[config.mk]
export PLATFORM = sky130hd
export DESIGN_NAME = ldpc_conv_encoder
export DESIGN_NICKNAME = d
export VERILOG_FILES = /design/src/rtl/ldpc_conv_pkg.sv /design/src/rtl/ldpc_conv_phase.sv /design/src/rtl/ldpc_conv_shiftline.sv /design/src/rtl/ldpc_conv_tapsel.sv /design/src/rtl/ldpc_conv_encoder.sv
export SDC_FILE = /design/constraint.sdc
export NUM_CORES = 1
export LEC_CHECK = 0
export BUFFER_PORTS_ARGS = -buffer_cell sky130_fd_sc_hd__buf_2
export CORE_MARGIN = 8
export CORE_UTILIZATION = 59
export CTS_CLUSTER_DIAMETER = 120
export DETAILED_ROUTE_END_ITERATION = 8
export PLACE_DENSITY = 0.8
export SYNTH_ARGS = -nofsm -noshare
export SYNTH_HDL_FRONTEND = slang
export SYNTH_HIERARCHICAL = 1
export SYNTH_SLANG_ARGS = --single-unit
[constraint.sdc]
create_clock -name clk -period 3.4 [get_ports clk]
set_input_delay 0.17 -clock clk [delete_from_list [all_inputs] [get_ports clk]]
set_output_delay 0.17 -clock clk [all_outputs]
set_load 0.01 [all_outputs]
[src/rtl/ldpc_conv_pkg.sv]
package ldpc_conv_pkg;

  // The five terms that feed one parity bit.
  typedef struct packed {
    logic code_far;  // parity bit MEM steps back (fixed tap)
    logic code_sel;  // phase-selected earlier parity bit
    logic info_a;    // phase-selected earlier information bits
    logic info_b;
    logic info_c;
  } tap_terms_t;

  function automatic logic parity_of(input tap_terms_t t);
    return ^t;
  endfunction

  // Next phase value for a counter of period mem.
  function automatic int unsigned phase_after(input int unsigned ph, input int unsigned mem);
    return (ph == mem - 1) ? 0 : ph + 1;
  endfunction

endpackage

[src/rtl/ldpc_conv_phase.sv]
module ldpc_conv_phase
  import ldpc_conv_pkg::*;
#(
  parameter int unsigned MEM = 8,
  parameter int unsigned PW  = $clog2(MEM)
) (
  input  logic          clk,
  input  logic          rst,
  input  logic          step,
  output logic [PW-1:0] phase,
  output logic          wrap
);

  localparam logic [PW-1:0] LAST = PW'(MEM - 1);

  assign wrap = step && (phase == LAST);

  always_ff @(posedge clk) begin
    if (rst) begin
      phase <= '0;
    end else if (step) begin
      phase <= PW'(phase_after(int'(phase), MEM));
    end
  end

endmodule

[src/rtl/ldpc_conv_shiftline.sv]
module ldpc_conv_shiftline #(
  parameter int unsigned DEPTH = 8
) (
  input  logic             clk,
  input  logic             rst,
  input  logic             shift,
  input  logic             din,
  output logic [DEPTH-1:0] taps   // taps[k] holds the bit shifted in k+1 shifts ago
);

  always_ff @(posedge clk) begin
    if (rst) begin
      taps <= '0;
    end else if (shift) begin
      taps <= {taps[DEPTH-2:0], din};
    end
  end

endmodule

[src/rtl/ldpc_conv_tapsel.sv]
module ldpc_conv_tapsel #(
  parameter int unsigned W  = 8,
  parameter int unsigned IW = 3
) (
  input  logic [W-1:0]  vec,
  input  logic [IW-1:0] dly,   // 1-based delay: 1 picks vec[0]
  output logic          bit_o
);

  always_comb begin
    bit_o = 1'b0;
    for (int k = 0; k < W; k++) begin
      if (int'(dly) == k + 1) bit_o = vec[k];
    end
  end

endmodule

[src/rtl/ldpc_conv_encoder.sv]
module ldpc_conv_encoder
  import ldpc_conv_pkg::*;
#(
  parameter int unsigned MEM = 8,
  parameter bit          PIPE = 1'b0,
  parameter int unsigned CODE_DLY   [MEM] = '{3, 5, 2, 7, 1, 4, 6, 2},
  parameter int unsigned INFO_DLY_A [MEM] = '{1, 2, 3, 4, 5, 6, 7, 1},
  parameter int unsigned INFO_DLY_B [MEM] = '{4, 6, 1, 3, 7, 2, 5, 3},
  parameter int unsigned INFO_DLY_C [MEM] = '{7, 3, 5, 1, 2, 4, 6, 6}
) (
  input  logic clk,
  input  logic rst,
  input  logic in_valid,
  input  logic in_info,
  output logic out_valid,
  output logic out_info,
  output logic out_code
);

  localparam int unsigned PW    = $clog2(MEM);
  localparam int unsigned ILINE = MEM - 1;
  localparam int unsigned CLINE = PIPE ? MEM - 1 : MEM;

  // Named internal events for the checker.
  logic          accept;
  logic [PW-1:0] phase_q;
  logic          phase_wrap;
  logic          new_code;

  logic [ILINE-1:0] info_hist;
  logic [CLINE-1:0] code_line;
  logic [MEM-1:0]   code_ext;   // code_ext[k] = parity bit k+1 steps back
  logic [PW-1:0]    dly_code, dly_a, dly_b, dly_c;
  tap_terms_t       terms_d;

  assign accept = in_valid;

  ldpc_conv_phase #(.MEM(MEM), .PW(PW)) u_phase (
    .clk(clk), .rst(rst), .step(accept), .phase(phase_q), .wrap(phase_wrap)
  );

  ldpc_conv_shiftline #(.DEPTH(ILINE)) u_info_line (
    .clk(clk), .rst(rst), .shift(accept), .din(in_info), .taps(info_hist)
  );

  ldpc_conv_shiftline #(.DEPTH(CLINE)) u_code_line (
    .clk(clk), .rst(rst), .shift(accept), .din(new_code), .taps(code_line)
  );

  always_comb begin
    dly_code = PW'(CODE_DLY[phase_q]);
    dly_a    = PW'(INFO_DLY_A[phase_q]);
    dly_b    = PW'(INFO_DLY_B[phase_q]);
    dly_c    = PW'(INFO_DLY_C[phase_q]);
  end

  ldpc_conv_tapsel #(.W(MEM), .IW(PW)) u_sel_code (
    .vec(code_ext), .dly(dly_code), .bit_o(terms_d.code_sel)
  );
  ldpc_conv_tapsel #(.W(ILINE), .IW(PW)) u_sel_a (
    .vec(info_hist), .dly(dly_a), .bit_o(terms_d.info_a)
  );
  ldpc_conv_tapsel #(.W(ILINE), .IW(PW)) u_sel_b (
    .vec(info_hist), .dly(dly_b), .bit_o(terms_d.info_b)
  );
  ldpc_conv_tapsel #(.W(ILINE), .IW(PW)) u_sel_c (
    .vec(info_hist), .dly(dly_c), .bit_o(terms_d.info_c)
  );

  assign terms_d.code_far = code_ext[MEM-1];

  generate
    if (PIPE) begin : g_pipe
      tap_terms_t terms_q;
      logic       stage_info_q;
      logic       stage_vld_q;

      // XOR result of the staged terms is the newest parity bit,
      // standing in for the register removed from the parity history.
      assign new_code = parity_of(terms_q);
      assign code_ext = {code_line, new_code};

      always_ff @(posedge clk) begin
        if (rst) begin
          terms_q      <= '0;
          stage_info_q <= 1'b0;
          stage_vld_q  <= 1'b0;
          out_valid    <= 1'b0;
          out_info     <= 1'b0;
          out_code     <= 1'b0;
        end else begin
          stage_vld_q <= accept;
          if (accept) begin
            terms_q      <= terms_d;
            stage_info_q <= in_info;
          end
          out_valid <= stage_vld_q;
          if (stage_vld_q) begin
            out_info <= stage_info_q;
            out_code <= new_code;
          end
        end
      end
    end else begin : g_plain
      assign new_code = parity_of(terms_d);
      assign code_ext = code_line;

      always_ff @(posedge clk) begin
        if (rst) begin
          out_valid <= 1'b0;
          out_info  <= 1'b0;
          out_code  <= 1'b0;
        end else begin
          out_valid <= accept;
          if (accept) begin
            out_info <= in_info;
            out_code <= new_code;
          end
        end
      end
    end
  endgenerate

endmodule

Word-level counts from Yosys, hierarchy flattened
Memory sizes are Yosys's and may differ from the RTL's.
Index checks and enable logic that the tools add are counted.
- register bits: 21
- memories kept: 4
- word-level logic and storage cells: 80
- bits in read-only memories: 1024
- input bits: 4
- output and inout port bits: 3
- memory list (memory ; words ; bits a word ; rd ports ; clocked after Yosys merged registers in ; wr ports ; RTL line ; text):
    (name not given) ; 8 ; 32 ; 1 ; 0 ; 0 ; ldpc_conv_encoder.sv:54 ; dly_c = PW'(INFO_DLY_C[phase_q]);
    (name not given) ; 8 ; 32 ; 1 ; 0 ; 0 ; ldpc_conv_encoder.sv:53 ; dly_b = PW'(INFO_DLY_B[phase_q]);
    (name not given) ; 8 ; 32 ; 1 ; 0 ; 0 ; ldpc_conv_encoder.sv:52 ; dly_a = PW'(INFO_DLY_A[phase_q]);
    (name not given) ; 8 ; 32 ; 1 ; 0 ; 0 ; ldpc_conv_encoder.sv:51 ; dly_code = PW'(CODE_DLY[phase_q]);
- $lt $le $gt $ge: 1
- reduce and logical (&&, ||, !) cells: 1
- multiplexer cells: 37
- add/subtract/negate cells: 1
- equal/unequal tests: 29
- bitwise logic cells: 1
- operators by type and width (kind ; number):
    3-bit == test, second input constant ; 17
    1-bit 2-to-1 mux ; 28
    3-bit 2-to-1 mux ; 9
    3-bit by 2-bit == test with 1-bit output, second input constant ; 8
    3-bit by 1-bit == test with 1-bit output, second input constant ; 4
    5-bit parity ; 1
    4-bit greater-or-equal comparator, second input constant ; 1
    3-bit NOT with 4-bit output ; 1
    3-bit by 1-bit adder with 3-bit output, second input constant ; 1

Longest topological paths before layout
Gate-level depths: netlist of run 1.
- depth in word-level cells: 13
- mapped depth: 10
- depth with buffers taken out: 10

Hierarchy
Netlist of run 1, hierarchy kept.
- modules (own cells, without submodules) (module ; area an instance (sq um) ; cells each ; times used ; seq. area each (sq um)):
    ldpc_conv_encoder ; 309.0 ; 39 ; 1 ; 60.1
    ldpc_conv_shiftline at u_code_line ; 285.3 ; 26 ; 1 ; 160.2
    ldpc_conv_tapsel ; 63.8 ; 5 ; 4 ; 0.0
    ldpc_conv_shiftline at u_info_line ; 247.7 ; 22 ; 1 ; 140.1
    ldpc_conv_phase ; 142.6 ; 13 ; 1 ; 60.1

Worst setup path after synthesis of run 1
Ideal clock, no wire load.
- path type: reg2reg
- start point: register u_phase.phase[0]
- end point: register out_code
- buffers on the path: 0
- arrival time: 2.655 ns
- cell stages (with the launch flop): 9
- period minus slack after synthesis: 2.750 ns
- setup time: 0.095 ns
- slack: 0.650 ns
- required time: 3.305 ns
- path through: dfxtp_1 > inv_1 > ha_1 > a21oi_1 > mux2_2 > mux4_2 > xnor3_1 > or3b_1 > o311ai_1
- RTL lines (what ; RTL line ; text):
    start: declaration ; ldpc_conv_phase.sv:10 ; output logic [PW-1:0] phase,
    start signal: assignment ; ldpc_conv_phase.sv:22 ; phase <= PW'(phase_after(int'(phase), MEM));
    end signal: assignment ; ldpc_conv_encoder.sv:117 ; out_code <= new_code;
    end: declaration ; ldpc_conv_encoder.sv:17 ; output logic out_code

==> impl_results.md, run 1 <==
* DRC errors left at 0
* Kind of critical path: flip-flop to flip-flop
* # setup viols final at 0
* Die area at ~3800 um^2
* Root buf cell: clkbuf_4
* Top-Level Pins at 7
* Max-cap viol count at 0
* Pleak at 0.600 nW
* CTS Buf Count at 3
* Share of layout cells above drive strength 1 at 21.8%
* Via Count at 832
* Fmax at 0.337 GHz
* Port Buffers at 6
* Max stage delay cell, worst path: dfxtp_1
* GRT busiest layer: met2
* Critical path fanouts, max at 10
* GRT Overall Usage at 12.5%
* N_diodes at 0
* Postcts setup bufs at 0
* Overall routed net length at 2070 um
* Worst Setup SP: u_phase/phase[0]
* Clock skew at 0.00367 ns
* Post-CTS Resized at 0
* Num rows at 16
* Antenna violations before repair at 0
* Gate Count Post-Synth at ~120
* CP endpoint: out_code
* Total clock sinks at 21
* CTS tree: built
* Starting density of the core at 62.9%
* R2R depth at 8
* Warning count from the yosys run at 6
* Flop2flop setup slack at between 0.4 and 0.5 ns
* Die Y at just over 60 um
* Clk_lat worst skew at 0.30 ns
* R2R Path End: out_code
* First-pass DRT Iterations at 4
* Worst Path Arrival at approximately 3.2 ns
* Final setup TNS at 0 ns
* CTS max path bufs at 2
* Antenna Nets Post-Route at 0
* Synthesized Nets at 130
* Worst-path clk slew at 0.11 ns
* CP Cell Sequence: inv_1 -> ha_1 -> a21oi_1 -> mux2_2 -> mux4_2 -> xnor3_1 -> or3b_1 -> o311ai_1
* Power density cells at about 340 nW/um^2
* Post-route minimum period at 2.97 ns
* Fin nets at 136
* RSZ-0062 raised after global routing: no
* Fill cell count at 169
* Worst Path Required at 3.61 ns
* CP peak stage delay at between 0.5 and 0.6 ns
* Crit path capture type: flip-flop
* PnR Total Power at around 0.44 mW
* Global-route wire length before repair at 3570 um
* Peak supply drop at 242 uV
* GR Util met2 at about 20%
* Final hold viol count at 0
* Cell Area, Synth at 1230 um^2
* Hold-fix buffers, CTS at 0
* Tightest Hold Check Type: input port to flip-flop
* Routed vias/inst at between 5 and 6
* Area Overhead vs Synth at 4.67%
* Slew headroom at 61.6%
* Grt met3 use at 2.47%
* Hold Worst Slack at 0.121 ns
* Die Wd at 61.7 um
* Routed WL per cell at 13.7 um
* GR Overflow Total at 0
* Hpwl dp at 1500 um
* Met1 track demand over resource at 16.2%
* Largest net degree at the start of global routing at 23
* Core area at 1960 um^2
* CTS H-tree depth at 1
* RePlAce Congestion at 0.871
* Synthesized area per cell at 10.4 um^2
* Worst R2R Start: u_phase/phase[0]
* Final Cycle Share at 87.3%
* Worst Tran Pin Value at between 0.5 and 0.6 ns
* Vias in the first global route at 824
* Status: complete, no violations
* DRT iter0 DRCs at 11
* CP startpoint kind: flip-flop
* Max Slew Vio Count at 0
## where the power goes
group | internal (mW) | total, mW | switching [mW]
combinational | 0.0281 | 0.0602 | 0.0320
clock | 0.0438 | 0.116 | 0.0722
sequential | 0.252 | 0.260 | 0.00804
## cells in the final DEF (no fill, tap or decap), types with 2 or more instances in the layout
master and instances:
a21oi_1 5, and2_2 4, buf_2 6, clkbuf_4 3, dfxtp_1 21, ha_1 7, inv_1 4, mux2_1 4
mux2_2 8, mux2i_1 20, mux4_2 4, nand2_1 4, nor2_1 21, o21ai_0 2, or3b_1 2
## layout make-up
| cell class | instances | area [um^2] | share of cell area, % |
|---|---|---|---|
| repair buffers | 6 | 30.0 | 2.33 |
| multi-input cells | 89 | 764 | 59.2 |
| flip-flops and latches | 21 | 420 | 32.6 |
| inverters | 4 | 15.0 | 1.16 |
| clock buffers | 3 | 22.5 | 1.74 |
| clock inverters | 1 | 5.00 | 0.388 |
| well taps | 27 | 33.8 | 2.62 |
## through the flow
stage / setup WS [ns] / cells / instance area [um^2] / util [%]
floorplan: 0.650 / 119 / 1230 / -
global placement: 0.572 / 147 / 1260 / 64.4
detailed placement: 0.480 / 147 / 1260 / 64.4
CTS: 0.438 / 151 / 1290 / 65.8
global route: 0.296 / 151 / 1290 / 65.8
finish: 0.432 / 151 / 1290 / 65.8
## routing by layer
layer / part of all wire, % / vias to the layer above
met5: 0 / -
met4: 0.72 / 0
met1: 50 / 386
met2: 44 / 15
li1: - / 429
met3: 4.7 / 2
## how the worst min path moves through the flow
stage	from	endpoint	slack, ns	cells past startpoint
after floorplan	rst	u_phase/phase[0]	0.23	1
after global placement	in_info	out_info	0.42	3
after detailed placement	in_info	u_info_line/taps[0]	0.43	3
after CTS	in_info	out_info	0.10	3
after global routing	in_info	out_info	0.14	3
final	in_info	out_info	0.12	3
## flip-flops by register name, summed over array words and instances, names as in the netlist
| register | count |
|---|---|
| u_code_line/taps | 8 |
| u_info_line/taps | 7 |
| u_phase/phase | 3 |
| out_code | 1 |
| out_info | 1 |
| out_valid | 1 |
## critical path: cells and delay by family, from the launching register on
family	cells	cell delay [ns]
mux	2	0.85
compound gates	2	0.38
xor+xnor	1	0.40
simple gates	1	0.37
fa+ha+maj	1	0.22
buf+inv	1	0.14
flops	1	0.53
No activity file was read; power rests on OpenSTA's default activity.
==> inputs of run 2 (changes only) <==
--- a/config.mk
+++ b/config.mk
@@ -7,10 +7,11 @@
 export LEC_CHECK = 0
 export BUFFER_PORTS_ARGS = -buffer_cell sky130_fd_sc_hd__buf_2
 export CORE_MARGIN = 8
-export CORE_UTILIZATION = 59
+export CORE_UTILIZATION = 62
+export CTS_BUF_LIST = sky130_fd_sc_hd__clkbuf_2 sky130_fd_sc_hd__clkbuf_4 sky130_fd_sc_hd__clkbuf_8
 export CTS_CLUSTER_DIAMETER = 120
 export DETAILED_ROUTE_END_ITERATION = 8
-export PLACE_DENSITY = 0.8
+export PLACE_DENSITY = 0.84
 export SYNTH_ARGS = -nofsm -noshare
 export SYNTH_HDL_FRONTEND = slang
 export SYNTH_HIERARCHICAL = 1
==> impl_results.md, run 2 (synthesis results as in run 1) <==
* Status: complete, no violations
* Clk_lat worst skew at 0.30 ns (about the same)
* Overall routed net length at 2020 um (-2.4%)
* Hold Worst Slack at 0.131 ns (+0.00936 ns)
* Top-Level Pins at 7 (unchanged)
* First-pass DRT Iterations at 4 (unchanged)
* Share of layout cells above drive strength 1 at 21.8% (unchanged)
* R2R Path End: out_code
* Routed vias/inst at 5.64 (+2.4%)
* Root buf cell: clkbuf_4
* Power density cells at 342 nW/um^2 (+1.1%)
* Hold depth at 3 (unchanged)
* Final Cycle Share at 87.2% (about the same)
* Postcts setup bufs at 0 (unchanged)
* Final setup margin at 0.434 ns (+0.00137 ns)
* Clock skew at 0.00797 ns (+0.00430 ns)
* Critical path fanouts, max at 10 (unchanged)
* Slew headroom at 62.6% (+1.1 points)
* Hold-fix buffers, CTS at 0 (unchanged)
* Worst Setup SP: u_phase/phase[0]
* Flop2flop setup slack at 0.43 ns (about the same)
* Die Y at 60.6 um (-1.8%)
* Worst R2R Start: u_phase/phase[0]
* Die area at 3670 um^2 (-3.6%)
* GR Overflow Total at 0 (unchanged)
* Biggest regs: u_code_line/taps: 8 flops, u_info_line/taps: 7 flops, u_phase/phase: 3 flops
* Via Count at 852 (+2.4%)
* Flop pwr share at 58.8% (-0.8 points)
* Crit path capture type: flip-flop
* Placed Cells at 147 (unchanged)
* Worst Tran Pin Value at 0.561 ns (-0.0160 ns)
* Worst Path Arrival at 3.18 ns (about the same)
* CTS H-tree depth at 1 (unchanged)
* Fill cell count at 165 (-2.4%)
* CP startpoint kind: flip-flop
* Most flops, register: u_code_line/taps
* N_diodes at 0 (unchanged)
* Worst-path clk slew at 0.11 ns (about the same)
* CP endpoint: out_code
* GRT Overall Usage at 11.8% (-0.65 points)
* Post-CTS Resized at 0 (unchanged)
* Port Buffers at 6 (unchanged)
* Vias in the first global route at 777 (-5.7%)
* Clock power frac at 27.6% (+1.0 points)
* Filler-free cell count of the finished design at 151 (unchanged)
* Die Wd at 60.6 um (-1.8%)
* Num rows at 16 (unchanged)
* Max Slew Vio Count at 0 (unchanged)
* CTS Buf Count at 3 (unchanged)
* Final setup TNS at 0 ns (unchanged)
* RSZ-0062 raised after global routing: no
* Kind of critical path: flip-flop to flip-flop
* DRT iter0 DRCs at 22 (+11)
* Most frequent cells in the layout: nor2_1, dfxtp_1, mux2i_1
* Fmax at 0.337 GHz (about the same)
* Core area at 1920 um^2 (-2.0%)
* R2R depth at 8 (unchanged)
* DRC errors left at 0 (unchanged)
* Setup Slack @ Placement at 0.472 ns (-0.00876 ns)
* Largest net degree at the start of global routing at 23 (unchanged)
* Hpwl dp at 1500 um (+0.56%)
* Global-route wire length before repair at 3320 um (-7.0%)
* # setup viols final at 0 (unchanged)
* Max-cap viol count at 0 (unchanged)
* Switching share of total power at 24.5% (-1.3 points)
* Combinational fraction of design power at 13.6% (-0.2 points)
* Antenna Nets Post-Route at 0 (unchanged)
* Total clock sinks at 21 (unchanged)
* Fin nets at 136 (unchanged)
* Cell Int Power at 0.334 mW (+3.1%)
* Max FFs per register at 8 (unchanged)
* Antenna violations before repair at 0 (unchanged)
* Pleak at 0.601 nW (+0.12%)
* RePlAce Congestion at 0.826 (-5.1%)
* Tightest Hold Check Type: input port to flip-flop
* Worst Path Required at 3.61 ns (about the same)
* Net Sw Power at 0.108 mW (-3.6%)
* CTS tree: built
* Routed WL per cell at 13.4 um (-2.4%)
* Area Overhead vs Synth at 4.87%
* Post-route minimum period at 2.97 ns (-0.00137 ns)
* Final hold viol count at 0 (unchanged)
* Peak supply drop at 229 uV (-5.4%)
* CTS max path bufs at 2 (unchanged)
* Starting density of the core at 64.2% (+1.3 points)
==> run 2: changes by cell type in the layout (fill, tap and decap cells not counted), sizes merged <==
cell / before / now
clkinv: 1 / 0
clkbuf: 3 / 4
==> run 2: critical path, stage by stage (launching register included) <==
cell	delay, ns
dfxtp_1	0.53
inv_1	0.15
ha_1	0.22
a21oi_1	0.30
mux2_1	0.36
mux4_2	0.49
xnor3_1	0.39
or3b_1	0.37
o311ai_1	0.07
==> run 2: layer usage <==
metal	up-vias	track usage [%]	share of wire, %
met3	5	2.97	4.5
met5	-	0	0
met4	0	4.98	1.5
met1	404	14.6	48
li1	429	-	-
met2	14	19.0	46
==> run 2: worst min path at each step <==
stage,start,to,slack [ns]
2_1_floorplan,rst,u_phase/phase[0],0.23
3_3_place_gp,in_info,u_info_line/taps[0],0.42
3_5_place_dp,in_info,out_info,0.45
4_1_cts,in_info,out_info,0.14
5_1_grt,in_info,u_info_line/taps[0],0.16
6_report,in_info,out_info,0.13
==> run 2: power groups by stage <==
stage	logic, mW	registers (mW)	clock network [mW]
3_3_place_gp	0.0580	0.265	0
5_1_grt	0.0665	0.261	0.139
4_1_cts	0.0606	0.260	0.127
3_5_place_dp	0.0603	0.266	0
2_1_floorplan	0.0481	0.264	0
6_report	0.0600	0.260	0.122
==> run 2: area by class of cell <==
cell class	instances	area (um^2)	share of cell area, %
multi-input combinational	89	764	59.1
sequential	21	420	32.5
tap	27	33.8	2.61
clock buffer	4	30.0	2.32
timing repair buffer	6	30.0	2.32
inverter	4	15.0	1.16
==> run 2: through the flow <==
step           instance area, um^2  power [mW]  util [%]
2_1_floorplan                 1230       0.313         -
3_3_place_gp                  1260       0.323      65.8
3_5_place_dp                  1260       0.326      65.8
4_1_cts                       1290       0.447      67.3
5_1_grt                       1290       0.467      67.3
6_report                      1290       0.442      67.3
